--- src/rtl/link_dv_monitor.sv ---
module link_dv_monitor #(
  parameter int WIN_LOG2 = 15,
  parameter int RUN_MAX  = 5,
  parameter int HYST     = 4
) (
  input  logic clk,
  input  logic rst,
  input  logic rx_bit,
  input  logic rx_vld,
  input  logic multi_sel,
  output logic data_ok
);
  localparam int RW = $clog2(RUN_MAX + 2);
  localparam int HW = $clog2(HYST + 1);
  localparam logic [RW-1:0] RUN_SAT = RW'(RUN_MAX + 1);
  localparam logic [RW-1:0] RUN_LIM = RW'(RUN_MAX);
  localparam logic [HW-1:0] HMAX    = HW'(HYST);

  logic [WIN_LOG2-1:0] bit_cnt;
  logic [5:0]          hist;
  logic [2:0]          fill;
  logic                prev;
  logic [RW-1:0]       run;
  logic                rlv_seen, com_seen;
  logic [HW-1:0]       good_cnt, bad_cnt;

  wire [6:0] win7      = {hist, rx_bit};
  wire       comma_now = rx_vld && fill == 3'd6 &&
                         (win7 == 7'b0011111 || win7 == 7'b1100000);

  logic [RW-1:0] run_nxt;
  always_comb begin
    if (run != '0 && rx_bit == prev)
      run_nxt = (run == RUN_SAT) ? RUN_SAT : run + 1'b1;
    else
      run_nxt = RW'(1);
  end

  wire rlv_now  = rx_vld && run_nxt > RUN_LIM;
  wire win_end  = rx_vld && (&bit_cnt);
  wire win_bad  = rlv_seen || rlv_now || !(com_seen || comma_now);

  wire [HW-1:0] good_nxt = win_bad ? '0 : (good_cnt == HMAX ? HMAX : good_cnt + 1'b1);
  wire [HW-1:0] bad_nxt  = !win_bad ? '0 : (bad_cnt == HMAX ? HMAX : bad_cnt + 1'b1);

  always_ff @(posedge clk) begin
    if (rst) begin
      bit_cnt  <= '0;
      hist     <= '0;
      fill     <= '0;
      prev     <= 1'b0;
      run      <= '0;
      rlv_seen <= 1'b0;
      com_seen <= 1'b0;
      good_cnt <= '0;
      bad_cnt  <= '0;
      data_ok  <= 1'b0;
    end else if (rx_vld) begin
      bit_cnt <= bit_cnt + 1'b1;
      hist    <= win7[5:0];
      prev    <= rx_bit;
      run     <= run_nxt;
      if (fill != 3'd6) fill <= fill + 3'd1;
      if (win_end) begin
        rlv_seen <= 1'b0;
        com_seen <= 1'b0;
        good_cnt <= good_nxt;
        bad_cnt  <= bad_nxt;
        if (!multi_sel)            data_ok <= !win_bad;
        else if (bad_nxt == HMAX)  data_ok <= 1'b0;
        else if (good_nxt == HMAX) data_ok <= 1'b1;
      end else begin
        rlv_seen <= rlv_seen | rlv_now;
        com_seen <= com_seen | comma_now;
      end
    end
  end


  flag_hold_chk: assert property (@(posedge clk) disable iff (rst)
    !win_end |=> $stable(data_ok));

  idle_hold_chk: assert property (@(posedge clk) disable iff (rst)
    !rx_vld |=> $stable(bit_cnt) && $stable(run) && $stable(hist));

  streak_excl_chk: assert property (@(posedge clk) disable iff (rst)
    good_cnt == '0 || bad_cnt == '0);

  streak_sat_chk: assert property (@(posedge clk) disable iff (rst)
    good_cnt <= HMAX && bad_cnt <= HMAX);

  single_bad_chk: assert property (@(posedge clk) disable iff (rst)
    win_end && !multi_sel && win_bad |=> !data_ok);

  multi_hold_chk: assert property (@(posedge clk) disable iff (rst)
    win_end && multi_sel && win_bad && data_ok && bad_cnt < HMAX - 1'b1 |=> data_ok);
endmodule

--- config.mk ---
export PLATFORM = sky130hd
export DESIGN_NAME = link_dv_monitor
export DESIGN_NICKNAME = d
export VERILOG_FILES = /design/src/rtl/link_dv_monitor.sv
export SDC_FILE = /design/constraint.sdc
export NUM_CORES = 1
export LEC_CHECK = 0
export ABC_AREA = 1
export BUFFER_PORTS_ARGS = -buffer_cell sky130_fd_sc_hd__buf_2
export CAP_MARGIN = 25
export CORE_UTILIZATION = 34
export DETAILED_ROUTE_END_ITERATION = 8
export HOLD_SLACK_MARGIN = 0.02
export SYNTH_ARGS = -nofsm -noshare
export SYNTH_HDL_FRONTEND = slang
export SYNTH_SLANG_ARGS = --single-unit
--- constraint.sdc ---
create_clock -name clk -period 4.12 [get_ports clk]
set_input_delay 0.824 -clock clk [delete_from_list [all_inputs] [get_ports clk]]
set_output_delay 0.824 -clock clk [all_outputs]
set_load 0.03 [all_outputs]
==> impl_metrics.ini <==
[critical_path]
rr_startpoint = hist[0]
path_common_cell = nand2_1
cpPeakStageDelay_ns = 0.33
cp_cell_sequence = buf_2 > inv_1 > ha_1 > nor2_4 > nand3_2 > nor2_2 > nor2_2 > nand2_4 > nand2_1 > nand2_1 > nand2_1 > inv_1 > nor2_1
path_buf_inv = 3
cp_top_family = simple AND/OR/NAND/NOR gates
r2r_end = data_ok
end_kind = flip-flop
ff2ff_path_depth = 12
critPathMaxFanout = 7
cp_slowest_cell = ha_1
crit_type = in2reg
crit_arrival_ns = 2.10
worst_ep_required_time_ns = 4.32
worstSetupPathDepth = 13
r2r_setup_slack_ns = 2.48
startpoint_type = input port

[layout]
drive_above_1_share = 0.149
finalInstanceArea_sq_um = 2040
area_delta_synth_final_pct = 10.5
final_cells = 319
fin_util = 0.394
diodes = 0
layout.nets = 265
final-seq-area_sq_um = 721
multi_input_area_sq_um = 975
fillers = 550

[power]
p_leak_nw = 0.885
ir_drop_mv = 0.150
total_power_uw = 719
powerDensity_nw_per_um2 = 353

[clock_network]
cts_tree = yes
ctsHoldBuffers = 0
clock_tree.buffer_depth = 2
clk_latency_ns = 0.29
cts_resized = 0
clk_pin_slew_ns = 0.08
cts_root_buf = clkbuf_8
post-cts-setup-buffer-count = 0
numCtsBuffers = 5
htree_levels = 2
cts.sinks = 36

[timing]
fmax_mhz = 526
setup_viol = 0
period_share = 0.462
setup_slack_ns = 2.22
final_hold_viol_count = 0
worstMarginPinSlew_ns = 0.595
setup_tns_ns = 0
finClkSkew_ns = 0.00703
rsz0062_at_grt = no
layout_min_cycle_time_ns = 1.90
timing.slew.headroom = 0.603
whs_ns = 0.464
slew_violations = 0

[worst_hold_path]
hold_path_end = com_seen
hp-start = com_seen
whs_path_depth = 2
min_path_type = reg2reg

[synth]
ys_seq_area_frac = 0.391
synthesis.nets = 258
synth_top_area_share = 0.391
yosysTopAreaCell = dfxtp_1
yosys-top-cells-area = dfxtp_1 (39%), ha_1 (8.1%), nand2_1 (7.9%)
postSynthCellCount = 241
synth_area_sq_um = 1840
yosysWarningCount = 0
ys_types = 32
synth_area_per_cell_sq_um = 7.65
ys_seq_elements = 36

[global_routing]
grt.total_usage = 0.130
grt_pass1_wl_microns = 5470
antenna_found_initial = 0
grt_max_degree = 22
grt_pass1_vias = 1362
grt_overflow = 0

[floorplan]
die_area_sq_um = 5720
die_width_microns = 75.6
num_rows = 26
core_sq_um = 5170
io_pins = 6
die_height_microns = 75.6
start_util = 0.356

[drt]
dr_total_vias = 1434
drt_iter0_markers = 35
wl_microns = 3100
wl_per_cell_microns = 9.72
drc_errors = 0
viasPerCell = 4.50
ant_nets = 0
drtPass1Iterations = 4

[outcome]
outcome = finished clean

[placed_design]
gp_congestion = 0.749
place_inst = 311
pre_cts_slack_ns = 1.89
port_buffers = 5
hpwl_microns = 2230
postPlaceCellArea_sq_um = 1930

[job]
maxCapViolations = 0
logic make-up after synthesis:
group	synth area share
xor+xnor	0.0190
simple gates	0.292
flops	0.391
buf+inv	0.0801
compound gates	0.136
fa+ha+maj	0.0815
per-layer routing:
layer | share of wire | up-vias | global-route usage
met5 | 0 | - | 0
met4 | 0.010 | 0 | 0.0556
met3 | 0.024 | 3 | 0.0437
met2 | 0.45 | 7 | 0.221
met1 | 0.51 | 635 | 0.148
li1 | - | 789 | -
registers in the layout, indices dropped and copies added, names as in the netlist:
signal,flops
bit_cnt,15
fill,3
rlv_seen,1
com_seen,1
good_cnt,3
data_ok,1
hist,6
bad_cnt,3
run,3
how the worst max path moves through the flow:
stage	from	end	slack (ns)
floorplan	rx_bit	data_ok	2.11
CTS	rx_bit	data_ok	2.20
global route	rx_bit	data_ok	2.09
global placement	rx_bit	data_ok	1.93
finish	rx_bit	data_ok	2.22
detailed placement	rx_bit	data_ok	1.89
cell usage after synthesis:
master,instances
nand2_1,39
dfxtp_1,36
nor2_1,35
inv_1,25
a21oi_1,22
o21ai_0,14
ha_1,12
nand3_1,8
clkbuf_1,4
inv_2,4
nand2_2,4
nor2_4,4
nor3_1,4
a211oi_1,3
nand3_2,3
nor2_2,3
inv_4,2
o21a_1,2
o22ai_1,2
xnor2_1,2
xor2_1,2
a31oi_1,1
and2_1,1
and3_1,1
buf_6,1
nand2_4,1
nand4_4,1
nor2_8,1
nor3_2,1
o211ai_1,1
o31ai_1,1
or2_2,1
tightest hold or removal path, stage by stage (launching register included):
cell     delay [ns]
dfxtp_1        0.30
inv_1          0.06
a21oi_1        0.06
final cells by class:
cell class              count  area share
inverters                  31      0.0596
multi-input cells         169       0.479
well taps                  70      0.0430
clock inverters             2      0.0172
repair buffers              5      0.0123
clock buffers               6      0.0356
flip-flops and latches     36       0.354
report_power, final:
| group | internal (mW) | switching, mW |
|---|---|---|
| clock network | 0.180 | 0.131 |
| logic | 0.0154 | 0.0280 |
| registers | 0.357 | 0.00766 |
| total | 0.552 | 0.166 |
placed cells by master (no fill, tap or decap), drive strengths merged, types with 2 or more instances in the layout:
master,Yosys,final
o21a,2,2
o21ai,14,14
xnor2,2,2
nand3,11,11
nor2,43,43
clkbuf,4,6
ha,12,12
buf,1,5
a21oi,22,22
dfxtp,36,36
a211oi,3,3
xor2,2,2
o22ai,2,2
nand2,44,44
inv,31,31
nor3,5,5
Note: power is estimated with default switching activity, not from simulation.
